<file path="config.mk">
export PLATFORM = sky130hd
export DESIGN_NAME = pwr_state_ctrl
export DESIGN_NICKNAME = d
export VERILOG_FILES = /design/src/rtl/pwr_state_pkg.sv /design/src/rtl/pwr_fsm.sv /design/src/rtl/pwr_cmd_regs.sv /design/src/rtl/pwr_wake_regs.sv /design/src/rtl/pwr_state_ctrl.sv
export SDC_FILE = /design/constraint.sdc
export NUM_CORES = 1
export LEC_CHECK = 0
export ABC_AREA = 1
export BUFFER_PORTS_ARGS = -buffer_cell sky130_fd_sc_hd__buf_2
export CAP_MARGIN = 20
export CORE_MARGIN = 2
export CORE_UTILIZATION = 50
export CTS_CLUSTER_SIZE = 30
export DETAILED_ROUTE_END_ITERATION = 10
export GPL_ROUTABILITY_DRIVEN = 1
export PLACE_DENSITY = 0.82
export SYNTH_ARGS = -nofsm -noshare
export SYNTH_HDL_FRONTEND = slang
export SYNTH_SLANG_ARGS = --single-unit
</file>
<file path="constraint.sdc">
create_clock -name clk_i -period 2.9 [get_ports clk_i]
set_clock_uncertainty 0.2 [all_clocks]
set_input_delay 0.29 -clock clk_i [delete_from_list [all_inputs] [get_ports clk_i]]
set_output_delay 0.29 -clock clk_i [all_outputs]
set_load 0.01 [all_outputs]
</file>
<file path="src/rtl/pwr_state_pkg.sv">
`timescale 1ns/1ps
package pwr_state_pkg;
  typedef enum logic [1:0] {
    ST_RST = 2'b00,
    ST_D0U = 2'b01,
    ST_D0A = 2'b10,
    ST_D3  = 2'b11
  } pstate_e;

  localparam logic [1:0] PS_D0 = 2'b00;
  localparam logic [1:0] PS_D3 = 2'b11;
endpackage

</file>
<file path="src/rtl/pwr_fsm.sv">
`timescale 1ns/1ps
module pwr_fsm
  import pwr_state_pkg::*;
(
  input  logic       clk_i,
  input  logic       rst_ni,
  input  logic       bus_rst_i,
  input  logic       pwr_good_i,
  input  logic       ps_we_i,
  input  logic [1:0] ps_i,
  input  logic       cmd_we_i,
  input  logic       cmd_mem_i,
  input  logic       cmd_io_i,
  input  logic       nvm_done_i,
  output pstate_e    state_o,
  output logic       loading_o,
  output logic       cfg_ok_o,
  output logic       enter_d0u_o,
  output logic       enter_d3_o,
  output logic       load_done_o
);
  pstate_e state_q, state_d;
  logic    load_q;

  assign cfg_ok_o = (state_q != ST_RST) && !load_q;

  always_comb begin
    state_d = state_q;
    if (bus_rst_i) begin
      state_d = ST_RST;
    end else begin
      unique case (state_q)
        ST_RST: if (pwr_good_i) state_d = ST_D0U;
        ST_D0U: begin
          if (cfg_ok_o && ps_we_i && ps_i == PS_D3) state_d = ST_D3;
          else if (cfg_ok_o && cmd_we_i && (cmd_mem_i || cmd_io_i)) state_d = ST_D0A;
        end
        ST_D0A: if (ps_we_i && ps_i == PS_D3) state_d = ST_D3;
        ST_D3:  if (ps_we_i && ps_i == PS_D0) state_d = ST_D0U;
        default: state_d = ST_RST;
      endcase
    end
  end

  assign enter_d0u_o = (state_d == ST_D0U) && (state_q != ST_D0U);
  assign enter_d3_o  = (state_d == ST_D3) && (state_q != ST_D3);
  assign load_done_o = load_q && nvm_done_i && !bus_rst_i;

  always_ff @(posedge clk_i or negedge rst_ni) begin
    if (!rst_ni) begin
      state_q <= ST_RST;
      load_q  <= 1'b0;
    end else begin
      state_q <= state_d;
      if (bus_rst_i)        load_q <= 1'b0;
      else if (enter_d0u_o) load_q <= 1'b1;
      else if (nvm_done_i)  load_q <= 1'b0;
    end
  end

  assign state_o   = state_q;
  assign loading_o = load_q;

  AST_BUS_RST_WINS: assert property (@(posedge clk_i) disable iff (!rst_ni)
    bus_rst_i |=> state_q == ST_RST);

  AST_PS_RESERVED_IGNORED: assert property (@(posedge clk_i) disable iff (!rst_ni)
    (ps_we_i && (ps_i == 2'b01 || ps_i == 2'b10) && !bus_rst_i && !cmd_we_i && !(state_q == ST_RST && pwr_good_i))
      |=> state_q == $past(state_q));

  AST_LOAD_HOLDS_D0U: assert property (@(posedge clk_i) disable iff (!rst_ni)
    (load_q && state_q == ST_D0U && !bus_rst_i) |=> state_q == ST_D0U);
endmodule

</file>
<file path="src/rtl/pwr_cmd_regs.sv">
`timescale 1ns/1ps
module pwr_cmd_regs
  import pwr_state_pkg::*;
(
  input  logic    clk_i,
  input  logic    rst_ni,
  input  logic    clr_i,
  input  logic    enter_d3_i,
  input  logic    cfg_ok_i,
  input  pstate_e state_i,
  input  logic    cmd_we_i,
  input  logic    cmd_mem_i,
  input  logic    cmd_io_i,
  output logic    mem_o,
  output logic    io_o
);
  logic mem_q, io_q, wr;

  // command writes land only in D0 states with config access open
  assign wr = cmd_we_i && cfg_ok_i && (state_i == ST_D0U || state_i == ST_D0A);

  always_ff @(posedge clk_i or negedge rst_ni) begin
    if (!rst_ni) begin
      mem_q <= 1'b0;
      io_q  <= 1'b0;
    end else if (clr_i || enter_d3_i) begin
      mem_q <= 1'b0;
      io_q  <= 1'b0;
    end else if (wr) begin
      mem_q <= cmd_mem_i;
      io_q  <= cmd_io_i;
    end
  end

  assign mem_o = mem_q;
  assign io_o  = io_q;

  AST_D3_NO_DECODE: assert property (@(posedge clk_i) disable iff (!rst_ni)
    state_i == ST_D3 |-> !mem_q && !io_q);
endmodule

</file>
<file path="src/rtl/pwr_wake_regs.sv">
`timescale 1ns/1ps
module pwr_wake_regs
  import pwr_state_pkg::*;
#(
  parameter int FLT_W = 8
) (
  input  logic             clk_i,
  input  logic             rst_ni,
  input  logic             clr_i,
  input  logic             enter_d0u_i,
  input  logic             load_done_i,
  input  logic             nvm_apm_i,
  input  logic             nvm_mng_i,
  input  pstate_e          state_i,
  input  logic             ctl_we_i,
  input  logic             ctl_apm_i,
  input  logic             flt_we_i,
  input  logic [FLT_W-1:0] flt_i,
  output logic             apm_o,
  output logic             mng_o,
  output logic [FLT_W-1:0] flt_o
);
  logic             apm_q, mng_q;
  logic [FLT_W-1:0] flt_q;
  logic             sw_ok;

  assign sw_ok = (state_i == ST_D0A);

  always_ff @(posedge clk_i or negedge rst_ni) begin
    if (!rst_ni) begin
      apm_q <= 1'b0;
      mng_q <= 1'b0;
      flt_q <= '0;
    end else if (clr_i) begin
      apm_q <= 1'b0;
      mng_q <= 1'b0;
      flt_q <= '0;
    end else if (enter_d0u_i) begin
      // filter survives; NVM-sourced bits wait for reload
      apm_q <= 1'b0;
      mng_q <= 1'b0;
    end else if (load_done_i) begin
      apm_q <= nvm_apm_i;
      mng_q <= nvm_mng_i;
    end else if (sw_ok) begin
      if (ctl_we_i) apm_q <= ctl_apm_i;
      if (flt_we_i) flt_q <= flt_i;
    end
  end

  assign apm_o = apm_q;
  assign mng_o = mng_q;
  assign flt_o = flt_q;

  AST_D3_FLT_KEPT: assert property (@(posedge clk_i) disable iff (!rst_ni)
    (state_i == ST_D3 && !clr_i) |=> flt_q == $past(flt_q));

  AST_D0U_ENTRY_CLR_APM: assert property (@(posedge clk_i) disable iff (!rst_ni)
    enter_d0u_i |=> !apm_q && !mng_q);
endmodule

</file>
<file path="src/rtl/pwr_state_ctrl.sv">
`timescale 1ns/1ps
module pwr_state_ctrl
  import pwr_state_pkg::*;
#(
  parameter int FLT_W = 8
) (
  input  logic             clk_i,
  input  logic             rst_ni,
  input  logic             bus_rst_i,
  input  logic             pwr_good_i,
  input  logic             ps_we_i,
  input  logic [1:0]       ps_i,
  input  logic             cmd_we_i,
  input  logic             cmd_mem_i,
  input  logic             cmd_io_i,
  input  logic             nvm_done_i,
  input  logic             nvm_apm_i,
  input  logic             nvm_mng_i,
  input  logic             wake_ctl_we_i,
  input  logic             wake_ctl_apm_i,
  input  logic             wake_flt_we_i,
  input  logic [FLT_W-1:0] wake_flt_i,
  output logic [1:0]       state_o,
  output logic             phy_rst_o,
  output logic             dma_en_o,
  output logic             mac_en_o,
  output logic             phy_en_o,
  output logic             clk_en_o,
  output logic             mem_dec_o,
  output logic             io_dec_o,
  output logic             master_en_o,
  output logic             mng_en_o,
  output logic             apm_wake_o,
  output logic [FLT_W-1:0] wake_flt_o,
  output logic             nvm_load_o,
  output logic             cfg_ready_o
);
  pstate_e          state;
  logic             loading, cfg_ok, enter_d0u, enter_d3, load_done;
  logic             apm_q, mng_q;
  logic [FLT_W-1:0] flt_q;
  logic             active;

  pwr_fsm u_fsm (
    .clk_i       (clk_i),
    .rst_ni      (rst_ni),
    .bus_rst_i   (bus_rst_i),
    .pwr_good_i  (pwr_good_i),
    .ps_we_i     (ps_we_i),
    .ps_i        (ps_i),
    .cmd_we_i    (cmd_we_i),
    .cmd_mem_i   (cmd_mem_i),
    .cmd_io_i    (cmd_io_i),
    .nvm_done_i  (nvm_done_i),
    .state_o     (state),
    .loading_o   (loading),
    .cfg_ok_o    (cfg_ok),
    .enter_d0u_o (enter_d0u),
    .enter_d3_o  (enter_d3),
    .load_done_o (load_done)
  );

  pwr_cmd_regs u_cmd (
    .clk_i      (clk_i),
    .rst_ni     (rst_ni),
    .clr_i      (bus_rst_i),
    .enter_d3_i (enter_d3),
    .cfg_ok_i   (cfg_ok),
    .state_i    (state),
    .cmd_we_i   (cmd_we_i),
    .cmd_mem_i  (cmd_mem_i),
    .cmd_io_i   (cmd_io_i),
    .mem_o      (mem_dec_o),
    .io_o       (io_dec_o)
  );

  pwr_wake_regs #(.FLT_W(FLT_W)) u_wake (
    .clk_i       (clk_i),
    .rst_ni      (rst_ni),
    .clr_i       (bus_rst_i),
    .enter_d0u_i (enter_d0u),
    .load_done_i (load_done),
    .nvm_apm_i   (nvm_apm_i),
    .nvm_mng_i   (nvm_mng_i),
    .state_i     (state),
    .ctl_we_i    (wake_ctl_we_i),
    .ctl_apm_i   (wake_ctl_apm_i),
    .flt_we_i    (wake_flt_we_i),
    .flt_i       (wake_flt_i),
    .apm_o       (apm_q),
    .mng_o       (mng_q),
    .flt_o       (flt_q)
  );

  assign active      = (state == ST_D0A);
  assign state_o     = state;
  assign phy_rst_o   = (state == ST_RST) || loading;
  assign dma_en_o    = active;
  assign mac_en_o    = active;
  assign phy_en_o    = active;
  assign clk_en_o    = active;
  assign master_en_o = active;
  assign mng_en_o    = active && mng_q;
  // all wake sources masked during configuration load
  assign apm_wake_o  = apm_q && !loading;
  assign wake_flt_o  = loading ? '0 : flt_q;
  assign nvm_load_o  = loading;
  assign cfg_ready_o = cfg_ok;

  AST_D0A_ONLY_FROM_D0U: assert property (@(posedge clk_i) disable iff (!rst_ni)
    (state_o == ST_D0A && $past(state_o) != ST_D0A) |-> $past(state_o) == ST_D0U);

  AST_LOAD_MASKS_WAKE: assert property (@(posedge clk_i) disable iff (!rst_ni)
    nvm_load_o |-> phy_rst_o && !apm_wake_o && wake_flt_o == '0 && !cfg_ready_o);
endmodule

</file>
Yosys cells after proc, flatten, opt, wreduce, memory -nomap -nowiden:

Cells that the tools add are included.

* bits in read-only memories: 0
* bits in latches: 0
* memories: 0
* bits in registers: 15
* memory bits (writable): 0

* divide/modulo/power cells: 0
* shifts and indexed selects: 0
* muxes and demuxes: 28
* reductions and logical operators: 32
* bitwise gates (word level): 0
* $mul: 0
* order comparisons: 0
* add/subtract/negate cells: 0
* eq/ne operators: 10

Operators by type and width (count)
* 2-to-1 mux 8 bit: 6
* 2-to-1 mux 1 bit: 15
* logical AND 1 bit: 14
* 2-to-1 mux 2 bit: 6
* equality test 2 bit, second input constant: 4
* one-hot mux 2 bit (4 select lines): 1
* nonzero test 2 bit: 4
* nonzero test 4 bit: 2
* inequality test 2 bit, second input constant: 3
* nonzero test 3 bit: 2
* equality test 2 x 1 -> 1 bit, second input constant: 2
* zero test 2 bit: 2
* logical OR 1 bit: 4
* AND reduction 4 bit: 1
* zero test 1 bit: 2
* inequality test 2 x 1 -> 1 bit, second input constant: 1
* AND reduction 2 bit: 1

Logic depth before layout (Yosys ltp):

* depth in word-level cells: 12
* gate-level depth with buffers: 12

Hierarchy:

A second synthesis with hierarchy kept.

* cell total of the unflattened synthesis: 149
* area total of the unflattened synthesis: 1024.7 µm²

Modules (own cells, without submodules)
* pwr_wake_regs: instances 1, seq. area each 250.2 µm², area each 479.2 µm², cells each 53
* pwr_fsm: instances 1, seq. area each 75.1 µm², area each 276.5 µm², cells each 49
* pwr_state_ctrl: instances 1, seq. area each 0.0 µm², area each 135.1 µm², cells each 29
* pwr_cmd_regs: instances 1, seq. area each 50.0 µm², area each 133.9 µm², cells each 18

Least setup slack after synthesis:

OpenSTA, ideal clock, no wires.

* kind: flip-flop to flip-flop
* start point: register u_fsm.state_q[0], in the netlist u_fsm.state_o[0]
* end point: register u_wake.flt_q[0], in the netlist u_wake.flt_o[0]
* clock period less this slack: 2.018 ns
* cell stages (with the launch flop): 12
* buffers on the path: 1
* path slack: 0.882 ns
* library setup time: 0.117 ns
* required time: 2.583 ns
* arrival: 1.701 ns
* path through: dfrtp_1 > inv_1 > ha_1 > nor2_4 > nand2_2 > nand2_2 > nand2_2 > a21oi_4 > nand3_4 > buf_6 > nand4_1 > nand2_1

* word-level cells in the longest chain between the ends: 12

RTL lines
* start: declaration: RTL line pwr_fsm.sv:22 `pstate_e state_q, state_d;`
* start signal: assignment: RTL line pwr_fsm.sv:54 `state_q <= state_d;`
* nonzero test 2 bit *: RTL line pwr_fsm.sv:25 `assign cfg_ok_o = (state_q != ST_RST) && !load_q;`
* logical AND 1 bit *: RTL line pwr_fsm.sv:25
* named net cfg_ready_o: RTL line pwr_state_ctrl.sv:36 `output logic cfg_ready_o`
* logical AND 1 bit (2 in series): RTL line pwr_fsm.sv:36 `else if (cfg_ok_o && cmd_we_i && (cmd_mem_i || cmd_io_i)) state_d = ST_D0A;`
* 2-to-1 mux 2 bit: RTL line pwr_fsm.sv:36
* 2-to-1 mux 2 bit *: RTL line pwr_fsm.sv:35 `if (cfg_ok_o && ps_we_i && ps_i == PS_D3) state_d = ST_D3;`
* one-hot mux 2 bit (4 select lines) *: RTL line pwr_fsm.sv:32 `unique case (state_q)`
* 2-to-1 mux 2 bit *: RTL line pwr_fsm.sv:29 `if (bus_rst_i) begin`
* named net u_fsm.state_d[0]: RTL line pwr_fsm.sv:22
* equality test 2 x 1 -> 1 bit *: RTL line pwr_fsm.sv:45 `assign enter_d0u_o = (state_d == ST_D0U) && (state_q != ST_D0U);`
* logical AND 1 bit *: RTL line pwr_fsm.sv:45
* inequality test 2 bit (no line) *
* AND reduction 4 bit (no line) *
* end signal: assignment: RTL line pwr_wake_regs.sv:47 `if (flt_we_i) flt_q <= flt_i;`
* end: declaration: RTL line pwr_wake_regs.sv:24 `logic [FLT_W-1:0] flt_q;`

Mark *: on every way through the listed nets, which the timed path passes. The rest lies on a longest branch.
A chain may end at the register's enable or synchronous reset.

Worst setup path after layout:

* start point: register u_fsm.state_q[1], in the netlist u_fsm.state_o[1]
* end point: register u_wake.flt_q[4], in the netlist u_wake.flt_o[4]

* word-level cells in the longest chain between the ends: 12

RTL lines (RTL line)
* nonzero test 2 bit: pwr_fsm.sv:25
* logical AND 1 bit: pwr_fsm.sv:25
* logical AND 1 bit (2 in series): pwr_fsm.sv:36
* 2-to-1 mux 2 bit: pwr_fsm.sv:36
* 2-to-1 mux 2 bit: pwr_fsm.sv:35
* one-hot mux 2 bit (4 select lines) *: pwr_fsm.sv:32
* 2-to-1 mux 2 bit *: pwr_fsm.sv:29
* named net u_fsm.state_d[0]: pwr_fsm.sv:22
* equality test 2 x 1 -> 1 bit *: pwr_fsm.sv:45
* logical AND 1 bit *: pwr_fsm.sv:45
* inequality test 2 bit (no line) *
* AND reduction 4 bit (no line) *

Marks and branches as above.

==> run metrics <==
most frequent cell after synthesis nand2_1; period utilisation layout 76.4%; final-report hold violation count 0; fmax 451 MHz; Routability Congestion 0.784; sequential share of the synthesized area 35.1%; Area Growth Syn to Fin 22.6%; share of layout cells above drive strength 1 30.4%; Final Net Count 223; WHS 0.0407 ns; Die Span Y 50.2 um; post-cts resize count 0; Max-slew headroom 66.8%; post-synthesis xor/xnor area fraction 0%; adder-cell share of the synthesized area 4.68%; top cell type's share of synthesized area 35.1%; Critical Path AT 2.20 ns; setup slack, reg-to-reg 0.68 ns; DRC violation count after routing 0; clk sink count 15; Multi-input gate area 519 um^2; most frequent cells after synthesis nand2_1 (34), inv_1 (32), nor2_1 (22), dfrtp_1 (15), nand4_1 (10); Setup CP Type flop to flop; Bufs and invs on worst path 2; Syn Inst Count 152; TritonCTS clock tree done; top_reg_cell synth dfrtp_1; Max Fanout on Critical Path 13; leak pwr 0.804 nW; DR WL/cell 10.9 um; Yosys warnings 0; first-pass GRT wire length 4140 um; Pins Over Slew Limit 0; initial antenna violation count 0; # IOs 46; ANT nets after route 0; synthesized area 1070 um^2; H-tree Lvls 1; number of synthesized flops with an enable pin 0; DR iter-0 viols 20; largest family of logic cells by synthesized area simple AND/OR/NAND/NOR gates; DRT Pass-1 Iters 4; slowest stage cell, crit path dfrtp_1; core area 1980 um^2; grt total ovfl 0; post-synth cell types 23; # rows 16; simple-gate share of the synthesized area 37.0%; CP Launch Type flop; slowest stage delay, CP 0.43 ns; setup violators final 0; Via Count 1083; clock-pin slew on the worst setup and hold paths 0.09 ns; Setup crit end kind flop; number of global-route vias before repair 974; Compound-Gate Fraction of Synth Area 6.91%; CTS Hold Bufs 1; #FFs+latches synth 15; top cells by area, synth dfrtp_1 (35%), nand2_1 (12%), inv_1 (11%); clk_lat worst skew 0.28 ns; Post-Route WL 2410 um; PortBufs 45; critical path cell sequence inv_1 > ha_1 > inv_1 > o31ai_1 > a21oi_4 > nand3_4 > nand3_2 > nand2_1 > nand2_1; fillers 180; RSZ-0062 raised after global routing no; Min Clock Period, post-route 2.22 ns; post-synthesis area per instance 7.03 um^2; Post-CTS Setup Bufs 0; Vias/cell 4.90; Die Wd 50.2 um; Max IR drop VDD 0.000472 V; largest net degree at the start of global routing 16; Worst Tran Pin Value 0.497 ns; Sum Neg Setup Slack 0 ns; TritonCTS Buffers 3; Worst path top cell family by delay simple AND/OR/NAND/NOR gates; Max Cap Viol 0; Post-DP HPWL 1930 um; non-filler cells, final 221; # diodes 0; multiplexer share of the synthesized area 0%; sequential cell area 375 um^2; PD cells 864 nW/um^2; clk buf depth 2; Root Buffer clkbuf_4; ys async rst share 100%; Worst Hold Class input pin to flop; status finished clean; placed cells 216; die area 2520 um^2; CP required 2.88 ns; Synth Net Count 180; gr usage total 21.6%; Starting Density 53.9%; cell taking the most area after synthesis dfrtp_1
-- layer usage --
metal / vias up / routed length (um) / GRT usage (%)
li1: 555 / - / -
met1: 496 / 1000 / 26.0
met2: 29 / 1250 / 38.6
met3: 3 / 137 / 3.57
met4: 0 / 21 / 6.94
met5: - / 0 / 0
-- report_power, final --
group          internal, W  switching [W]
sequential        0.000283      0.0000705
clock            0.0000535      0.0000682
combinational     0.000246       0.000410
total             0.000582       0.000549
-- path summary, 6_finish.rpt --
check	start	end	cells after the start
setup / recovery	u_fsm.state_o[1]	u_wake.flt_o[4]	9
max in group asynchronous	rst_ni	u_wake.mng_o	2
hold / removal	nvm_done_i	u_fsm.loading_o	2
setup reg to reg	u_fsm.state_o[1]	u_wake.flt_o[4]	9
min in group asynchronous	rst_ni	u_wake.flt_o[2]	2
hold reg to reg	u_wake.flt_o[4]	u_wake.flt_o[4]	2
-- worst reg2reg max path: stages, from the launching register on --
cell,delay [ns]
dfrtp_1,0.43
inv_1,0.15
ha_1,0.27
inv_1,0.10
o31ai_1,0.40
a21oi_4,0.09
nand3_4,0.16
nand3_2,0.18
nand2_1,0.11
nand2_1,0.05
-- kinds of logic after synthesis --
group / after synthesis
and+or+nand+nor: 82
AOI/OAI and AO/OA: 11
buffers and inverters: 40
adders and majority gates: 4
DFF: 15
-- layout by cell type (no fill, tap or decap), types with 2 or more instances in the layout --
cell type	Yosys	final
buf_2	1	45
nand2_1	34	34
clkbuf_4	0	3
dfrtp_1	15	15
a21oi_1	5	5
nand4_1	10	10
nand3_2	2	2
nand2_2	5	5
inv_1	32	32
nand3_1	5	5
o21ai_0	2	2
ha_1	4	4
nor2_1	22	22
-- through the flow --
stage | setup slack [ns] | utilization, % | instance area [um^2] | total power, W
after floorplan | 0.882 | - | 1070 | 0.000845
after global placement | 0.798 | 64.3 | 1270 | 0.000990
after detailed placement | 0.697 | 64.3 | 1270 | 0.00101
after CTS | 0.684 | 66.1 | 1310 | 0.00114
after global routing | 0.513 | 66.1 | 1310 | 0.00124
final | 0.683 | 66.1 | 1310 | 0.00113
-- area by class of cell --
| type | count | share of cell area (%) |
|---|---|---|
| inverter | 32 | 9.17 |
| multi-input combinational | 97 | 39.6 |
| timing repair buffer | 46 | 18.0 |
| sequential | 15 | 28.7 |
| clock buffer | 4 | 2.01 |
| tap | 27 | 2.58 |
-- registers in the layout, summed over array words and instances (netlist names) --
register         count
u_wake.mng_o         1
u_wake.apm_o         1
u_cmd.mem_o          1
u_fsm.state_o        2
u_cmd.io_o           1
u_fsm.loading_o      1
u_wake.flt_o         8
(Power assumes the default switching activity.)
